===== config.mk =====
export PLATFORM = sky130hd
export DESIGN_NAME = victim_buffer
export DESIGN_NICKNAME = d
export VERILOG_FILES = /design/src/rtl/vc_pkg.sv /design/src/rtl/vc_match.sv /design/src/rtl/vc_set_counters.sv /design/src/rtl/victim_buffer.sv
export SDC_FILE = /design/constraint.sdc
export NUM_CORES = 1
export LEC_CHECK = 0
export BUFFER_PORTS_ARGS = -buffer_cell sky130_fd_sc_hd__buf_4
export CAP_MARGIN = 25
export CORE_MARGIN = 2
export CORE_UTILIZATION = 54
export CTS_BUF_LIST = sky130_fd_sc_hd__clkbuf_8 sky130_fd_sc_hd__clkbuf_16
export CTS_CLUSTER_DIAMETER = 80
export CTS_CLUSTER_SIZE = 12
export DETAILED_ROUTE_END_ITERATION = 10
export PLACE_DENSITY = 0.71
export SYNTH_ARGS = -nofsm -noshare
export SYNTH_HDL_FRONTEND = slang
export SYNTH_SLANG_ARGS = --single-unit

===== constraint.sdc =====
create_clock -name clk -period 5.37 [get_ports clk]
set_input_delay 1.074 -clock clk [delete_from_list [all_inputs] [get_ports clk]]
set_output_delay 1.074 -clock clk [all_outputs]
set_load 0.02 [all_outputs]

===== src/rtl/vc_pkg.sv =====
`timescale 1ns/1ps
package vc_pkg;
    // Outcome of the lookup port in one cycle.
    typedef enum logic [1:0] {
        LK_IDLE,
        LK_MISS,
        LK_HIT,
        LK_FWD
    } lk_kind_e;
endpackage


===== src/rtl/vc_match.sv =====
`timescale 1ns/1ps
module vc_match #(
    parameter int ENTRIES = 8,
    parameter int ADDR_W  = 12,
    localparam int IDX_W  = $clog2(ENTRIES)
) (
    input  logic [ENTRIES-1:0]             vld,
    input  logic [ENTRIES-1:0][ADDR_W-1:0] tags,
    input  logic [ADDR_W-1:0]              key,
    output logic [ENTRIES-1:0]             match,
    output logic                           hit,
    output logic [IDX_W-1:0]               hit_idx,
    output logic                           free_any,
    output logic [IDX_W-1:0]               free_idx
);
    // One comparator per entry: valid and whole-address equal.
    for (genvar g = 0; g < ENTRIES; g++) begin : g_cmp
        assign match[g] = vld[g] && (tags[g] == key);
    end

    always_comb begin
        hit      = |match;
        free_any = ~&vld;
        hit_idx  = '0;
        free_idx = '0;
        for (int i = ENTRIES - 1; i >= 0; i--) begin
            if (match[i]) hit_idx  = IDX_W'(i);
            if (!vld[i])  free_idx = IDX_W'(i);
        end
    end
endmodule


===== src/rtl/vc_set_counters.sv =====
`timescale 1ns/1ps
module vc_set_counters #(
    parameter int SETS       = 16,
    parameter int CNT_W      = 4,
    parameter int DECAY_LOG2 = 8,
    localparam int SET_W     = $clog2(SETS)
) (
    input  logic             clk,
    input  logic             rst_n,
    input  logic             acc_valid,
    input  logic [SET_W-1:0] acc_set,
    input  logic [SET_W-1:0] qry_set,
    input  logic [CNT_W-1:0] thresh,
    output logic             admit
);
    localparam logic [CNT_W-1:0] CNT_MAX = '1;

    typedef struct packed {
        logic [SETS-1:0][CNT_W-1:0] cnt;
        logic [DECAY_LOG2-1:0]      acc;
    } cnt_state_t;

    cnt_state_t st_d, st_q;
    logic       decay;

    always_comb begin
        st_d  = st_q;
        decay = 1'b0;
        if (acc_valid) begin
            if (st_q.cnt[acc_set] != CNT_MAX)
                st_d.cnt[acc_set] = st_q.cnt[acc_set] + CNT_W'(1);
            st_d.acc = st_q.acc + DECAY_LOG2'(1);
            decay    = (st_q.acc == '1);
        end
        if (decay) begin
            for (int i = 0; i < SETS; i++)
                st_d.cnt[i] = st_d.cnt[i] >> 1;
        end
    end

    assign admit = (st_q.cnt[qry_set] >= thresh);

    always_ff @(posedge clk or negedge rst_n) begin
        if (!rst_n) st_q <= '0;
        else        st_q <= st_d;
    end


    cnt_saturate_chk: assert property (@(posedge clk) disable iff (!rst_n)
        (acc_valid && st_q.cnt[acc_set] == CNT_MAX && st_q.acc != '1)
        |=> st_q.cnt[$past(acc_set)] == CNT_MAX);


    decay_halves_chk: assert property (@(posedge clk) disable iff (!rst_n)
        (acc_valid && st_q.acc == '1)
        |=> st_q.cnt[$past(acc_set)] <= (CNT_MAX >> 1));
endmodule


===== src/rtl/victim_buffer.sv =====
`timescale 1ns/1ps
module victim_buffer #(
    parameter int ENTRIES    = 8,
    parameter int SETS       = 16,
    parameter int TAG_W      = 8,
    parameter int DATA_W     = 32,
    parameter int CNT_W      = 4,
    parameter int DECAY_LOG2 = 8,
    localparam int SET_W     = $clog2(SETS),
    localparam int ADDR_W    = TAG_W + SET_W
) (
    input  logic              clk,
    input  logic              rst_n,
    input  logic [CNT_W-1:0]  thresh,
    input  logic              lk_valid,
    input  logic [ADDR_W-1:0] lk_addr,
    output logic              lk_hit,
    output logic [DATA_W-1:0] lk_data,
    output logic              lk_swap,
    input  logic              ev_valid,
    input  logic [ADDR_W-1:0] ev_addr,
    input  logic [DATA_W-1:0] ev_data
);
    import vc_pkg::*;

    localparam int IDX_W = $clog2(ENTRIES);

    typedef struct packed {
        logic [ENTRIES-1:0]             vld;
        logic [ENTRIES-1:0][ADDR_W-1:0] addr;
        logic [ENTRIES-1:0][DATA_W-1:0] data;
        logic [IDX_W-1:0]               ptr;
    } buf_state_t;

    buf_state_t st_d, st_q;

    logic [ENTRIES-1:0] match_vec;
    logic               m_hit;
    logic [IDX_W-1:0]   hit_idx;
    logic               free_any;
    logic [IDX_W-1:0]   free_idx;
    logic               admit;
    logic               fwd;
    logic [IDX_W-1:0]   slot;
    lk_kind_e           kind;

    vc_match #(.ENTRIES(ENTRIES), .ADDR_W(ADDR_W)) u_match (
        .vld      (st_q.vld),
        .tags     (st_q.addr),
        .key      (lk_addr),
        .match    (match_vec),
        .hit      (m_hit),
        .hit_idx  (hit_idx),
        .free_any (free_any),
        .free_idx (free_idx)
    );

    vc_set_counters #(.SETS(SETS), .CNT_W(CNT_W), .DECAY_LOG2(DECAY_LOG2)) u_cnt (
        .clk       (clk),
        .rst_n     (rst_n),
        .acc_valid (lk_valid),
        .acc_set   (lk_addr[SET_W-1:0]),
        .qry_set   (ev_addr[SET_W-1:0]),
        .thresh    (thresh),
        .admit     (admit)
    );

    always_comb begin
        st_d    = st_q;
        lk_hit  = 1'b0;
        lk_swap = 1'b0;
        lk_data = '0;
        slot    = '0;
        fwd     = lk_valid && ev_valid && (ev_addr == lk_addr);

        if (!lk_valid)  kind = LK_IDLE;
        else if (fwd)   kind = LK_FWD;
        else if (m_hit) kind = LK_HIT;
        else            kind = LK_MISS;

        case (kind)
            LK_FWD: begin
                // Victim goes straight back to the L1; nothing stored.
                lk_hit  = 1'b1;
                lk_data = ev_data;
            end
            LK_HIT: begin
                lk_hit  = 1'b1;
                lk_swap = 1'b1;
                lk_data = st_q.data[hit_idx];
                if (ev_valid) begin
                    st_d.addr[hit_idx] = ev_addr;
                    st_d.data[hit_idx] = ev_data;
                end else begin
                    st_d.vld[hit_idx] = 1'b0;
                end
            end
            default: begin
                if (ev_valid && admit) begin
                    if (free_any) begin
                        slot = free_idx;
                    end else begin
                        slot     = st_q.ptr;
                        st_d.ptr = (st_q.ptr == IDX_W'(ENTRIES - 1)) ? '0
                                 : st_q.ptr + IDX_W'(1);
                    end
                    st_d.vld[slot]  = 1'b1;
                    st_d.addr[slot] = ev_addr;
                    st_d.data[slot] = ev_data;
                end
            end
        endcase
    end

    always_ff @(posedge clk or negedge rst_n) begin
        if (!rst_n) st_q <= '0;
        else        st_q <= st_d;
    end


    single_match_chk: assert property (@(posedge clk) disable iff (!rst_n)
        $onehot0(match_vec));


    swap_implies_hit_chk: assert property (@(posedge clk) disable iff (!rst_n)
        lk_swap |-> lk_hit);


    swap_frees_chk: assert property (@(posedge clk) disable iff (!rst_n)
        (kind == LK_HIT && !ev_valid) |=> !st_q.vld[$past(hit_idx)]);


    fwd_no_store_chk: assert property (@(posedge clk) disable iff (!rst_n)
        (kind == LK_FWD) |=> ($stable(st_q.vld) && $stable(st_q.ptr)));


    reject_keeps_chk: assert property (@(posedge clk) disable iff (!rst_n)
        (kind != LK_HIT && kind != LK_FWD && ev_valid && !admit)
        |=> ($stable(st_q.vld) && $stable(st_q.ptr)));


    fill_free_first_chk: assert property (@(posedge clk) disable iff (!rst_n)
        (kind != LK_HIT && kind != LK_FWD && ev_valid && admit && free_any)
        |=> $stable(st_q.ptr));
endmodule


# == Word-level counts from Yosys, hierarchy flattened ==
# Index checks and enable logic that the tools add are counted.
# classes
div,0
shift,0
addsub,3
muxes,60
n_bitwise,5
reduce_logical,24
n_mul,0
order_cmp,8
n_eq_ne,16
# ops
op,n
$pmux W360 S2,1
$bwmux W256,2
$mux W363,1
$mux W352,1
$bwmux W96,2
$demux W32 S3,2
$mux W64,2
$eq A12 B12 Y1,9
$bmux W32 S3,1
$mux W32,3
$demux W12 S3,2
$mux W72,1
$bwmux W64,1
$pmux W32 S2,1
$mux W3,21
$bmux W4 S4,2
$mux W12,2
$demux W4 S4,1
$logic_and A1 B1 Y1,14
$mux W4,3
$lt A4 B5 Y1 const B,2
$reduce_and A10 Y1,1
$add A8 B1 Y8 const B,1
$and A8 B8 Y8,1
other kinds (24),39
# word_totals
in_bits,64
latchBits,0
romBits,0
wordCells,167
mem_bits_rw,0
n_memories,0
regBits,435

# == Depth between registers and ports, before layout ==
# depth
depth_word,18
mapped_depth,15
ltp_nobuf,12

# == By module ==
# A second synthesis with hierarchy kept.
# hier_totals
cells_unflattened,1747
hier_area_um2,22376.5
# by_module_without_submodules
mod,seq_area_each_um2,area_per_inst_um2,cells_per_inst,instances
victim_buffer,9083.7,16240.6,1214,1
vc_set_counters,1801.7,4703.3,354,1
vc_match,0.0,1432.6,179,1

# == Least setup slack after synthesis ==
# No wires, ideal clock.
# synth_path
kind,input to register
from,input port ev_addr[0]
to,register st_q[156] (netlist name)
slack_ps,251
required_time_ps,5245
t_arrival_ps,4995
cell_stages,13
cell_sequence,clkbuf_1 > buf_1 > mux4_2 > mux4_2 > ha_1 > a21o_1 > a21o_1 > a21oi_1 > nand2b_1 > o2bb2ai_1 > nand3_2 > buf_2 > mux2_2
# synth_between
elab_chain_cells,7
word_cells_on_any_way,15
# synth_lines
element,line_no,source
"start, declared",victim_buffer.sv:21,"input logic [ADDR_W-1:0] ev_addr,"
"parallel branches: the longest is 7 deep, another holds $ge A4 B4 Y1",--,
"end signal, assigned",victim_buffer.sv:117,else st_q <= st_d;
"end, declared",victim_buffer.sv:35,"buf_state_t st_d, st_q;"
# Several ways; the timed one is not identified. The select of a mux whose other input is x is not followed.
# A chain may end at the register's enable or synchronous reset.

# == Worst setup path in the final report ==
# layout_path
from,input port lk_addr[1]
to,output port lk_data[16]
# layout_between
elab_chain_cells,13
word_cells_on_any_way,35
# layout_lines
element,line_no,source
"start, declared",victim_buffer.sv:16,"input logic [ADDR_W-1:0] lk_addr,"
$eq A12 B12 Y1,vc_match.sv:18,assign match[g] = vld[g] && (tags[g] == key);
$logic_and A1 B1 Y1,vc_match.sv:18,
$mux W3 (8 in a row),vc_match.sv:27,if (match[i]) hit_idx = IDX_W'(i);
$bmux W32 S3,victim_buffer.sv:90,lk_data = st_q.data[hit_idx];
$mux W32 (not written as such),victim_buffer.sv:90,
$pmux W32 S2 *,victim_buffer.sv:81,case (kind)
"end, declared",victim_buffer.sv:18,"output logic [DATA_W-1:0] lk_data,"
# Every way passes the cells marked *; elsewhere a longest branch is shown, timed or not. The select of a mux whose other input is x is not followed.

==> results.ini <==
[status]
status = finished clean

[floorplanning]
die_h_um = 205.3
dieWidth_um = 205.3
die_area_mm2 = 0.04216
fp-row-count = 73
ioPinCount = 98
initial_core_util_pct = 54.84
core_mm2 = 0.03991

[power]
leakagePower_nw = 10.48
vdd_drop_max_v = 0.0003688
power.density_mw_per_mm2 = 522.2
totalPowerFinal_w = 0.01278

[placed_design]
hpwl_um = 36370
io_buffers = 97
gp_congestion = 0.9138
dp_slack_ns = 0.1977
postPlaceCellArea_mm2 = 0.02337

[clocking]
clk_pin_slew_worst_paths_ns = 0.06
h-tree-depth = 2
clk_latency_ns = 0.57
numCtsBuffers = 42
cts_setup_buffers = 0
cts_tree = built
clock_sinks = 435
cts_root_buffer = clkbuf_16
clk_path_buf_depth = 3
cts_resized = 0
postCtsHoldBufs = 0

[routing]
ant_nets = 0
via_per_inst = 6.230
num_vias = 14670
dr.pass1.iters = 4
route.detailed.drc = 0
dr.first_iter.drc_count = 1088
routed_wirelength_um = 56560
post_drt_wl_per_cell_um = 24.02

[critical_path]
endpoint_kind = output pin
cp_max_fo = 14
crit_path_start_kind = input port
worstPathArrival_ns = 4.04
r2r_start = u_cnt.st_q[40]
required_ns = 4.30
crit_type = input port to output pin
crit_path_start = lk_addr[1]

[cells_and_area]
antenna_cells = 0
post-route-util_pct = 61.30
layout.nets = 1901
syn2layout_area_growth_pct = 11.78
design_area_mm2 = 0.02447
final_cell_mix = dfrtp_1, mux2_2, buf_4, mux2_1, mux2i_1
layout_commonest_cell = dfrtp_1
layout-drive-gt1-share_pct = 29.23

[synth]
synth_cell_type_count = 66
yosysSeqAreaShare_pct = 49.73
dominantRegCellSynth = dfrtp_1
syn_nets = 1805
async_reset_ff_share_pct = 100.0
synth_edf_count = 0
syn_area_mm2 = 0.02189
avgSynthCellArea_um2 = 12.63
syn_inst = 1733
ys_warn_count = 0
synth-seq-cells = 435

[run]
cap_violations = 0

[worst_hold_path]
hold_path_class = input port to asynchronous set/reset pin

[global_route]
grt_max_degree = 143
met2_usage_pct = 45.45
grt_overflow_total = 0
use_met1_pct = 38.67
grt_pass1_vias = 15530
grt_pass1_wl_um = 89820
grt.total_usage_pct = 27.88
top_usage_layer = met2
grt_use_met3_pct = 3.690
antenna_found_initial = 1

[sta]
fin_crit_sh_pct = 95.29
min_period_ns = 5.117
setup_tns_ns = 0
final_max_slew_viol_count = 0
finalClockSkew_ns = 0.01627
maxClockFrequency_mhz = 195.4
rsz0062_at_grt = no
setup_viol = 0
finalHoldViolCount = 0
setup_ws_ns = 0.2532
worst_slew_pin_slew_ns = 1.020
slew_headroom_pct = 31.40

[critical path, stage by stage]
cell and delay [ns]:
buf_4 0.18, xnor2_1 0.18, nand3_1 0.20, nor4_1 0.57
nor4_1 0.17, buf_4 0.20, a31oi_2 0.53, buf_12 0.23
nor2_1 0.05, nor3_1 0.26, a32o_1 0.24, buf_4 0.16
[power breakdown]
| group | leakage [nW] | switching (W) | internal, W | total [W] |
|---|---|---|---|---|
| sequential | 5.22 | 0.000998 | 0.00488 | 0.00588 |
| clock | 0.540 | 0.00122 | 0.00141 | 0.00263 |
| combinational | 4.71 | 0.00192 | 0.00235 | 0.00426 |
| total | 10.5 | 0.00413 | 0.00864 | 0.0128 |
[synthesized netlist by cell type, types with 12 or more instances]
library cell	count	area, µm²
o21ai_0	64	320.3
mux2_2	249	2804
mux4_2	39	878.3
xor2_1	15	131.4
buf_2	16	80.08
nor4_1	20	125.1
buf_4	20	150.1
buf_6	23	259.0
nor3_1	12	60.06
o22a_1	12	105.1
nand4_1	26	162.7
clkbuf_1	49	183.9
a21oi_1	18	90.09
nand2_1	95	356.6
o211ai_1	13	97.59
mux2i_1	104	1041
mux2_1	106	1194
inv_1	17	63.81
nor2_1	98	367.9
dfrtp_1	435	10890
xnor2_1	102	893.4
o22ai_1	47	294.0
nand3_1	17	85.08
[per-stage QoR]
stage	std cells	hold slack, ns
after CTS	2355	0.4746
after global routing	2355	0.4899
after detailed placement	2310	0.4617
after floorplan	1733	0.4381
final	2355	0.4716
after global placement	2310	0.4533
[worst paths after layout]
check                                      to  slack (ns)  cells past startpoint
max in group asynchronous           st_q[314]        3.65                      2
min in group clk                u_cnt.st_q[5]        0.48                      1
worst min-delay path                st_q[180]        0.47                      1
worst min register to register  u_cnt.st_q[5]        0.48                      1
worst max-delay path              lk_data[16]        0.25                     12
worst max register to register      st_q[124]        1.42                     14
[cells by family after synthesis]
group,after synthesis,synth area share (%)
simple gates,317,7.300
buf+inv,134,3.533
compound gates,224,7.265
xor+xnor,117,4.682
flops,435,49.73
fa+ha+maj,8,0.4573
mux,498,27.03
[flip-flops by register name, indices dropped and copies added, names as in the netlist]
signal	cells
st_q	363
u_cnt.st_q	72
[layout make-up]
type / count / area, µm²
tap: 525 / 656.9
timing repair buffer: 168 / 1494
sequential: 435 / 10890
fill: 3172 / 15450
clock inverter: 2 / 20.02
multi-input combinational: 1164 / 10270
clock buffer: 43 / 1076
inverter: 18 / 67.56
[per-layer routing]
layer	up-vias	share of wire, %
li1	6500	-
met1	7622	44
met2	442	48
met3	105	5.6
met4	2	2.8
met5	-	0.023
Note: power is estimated with default switching activity, not from simulation.
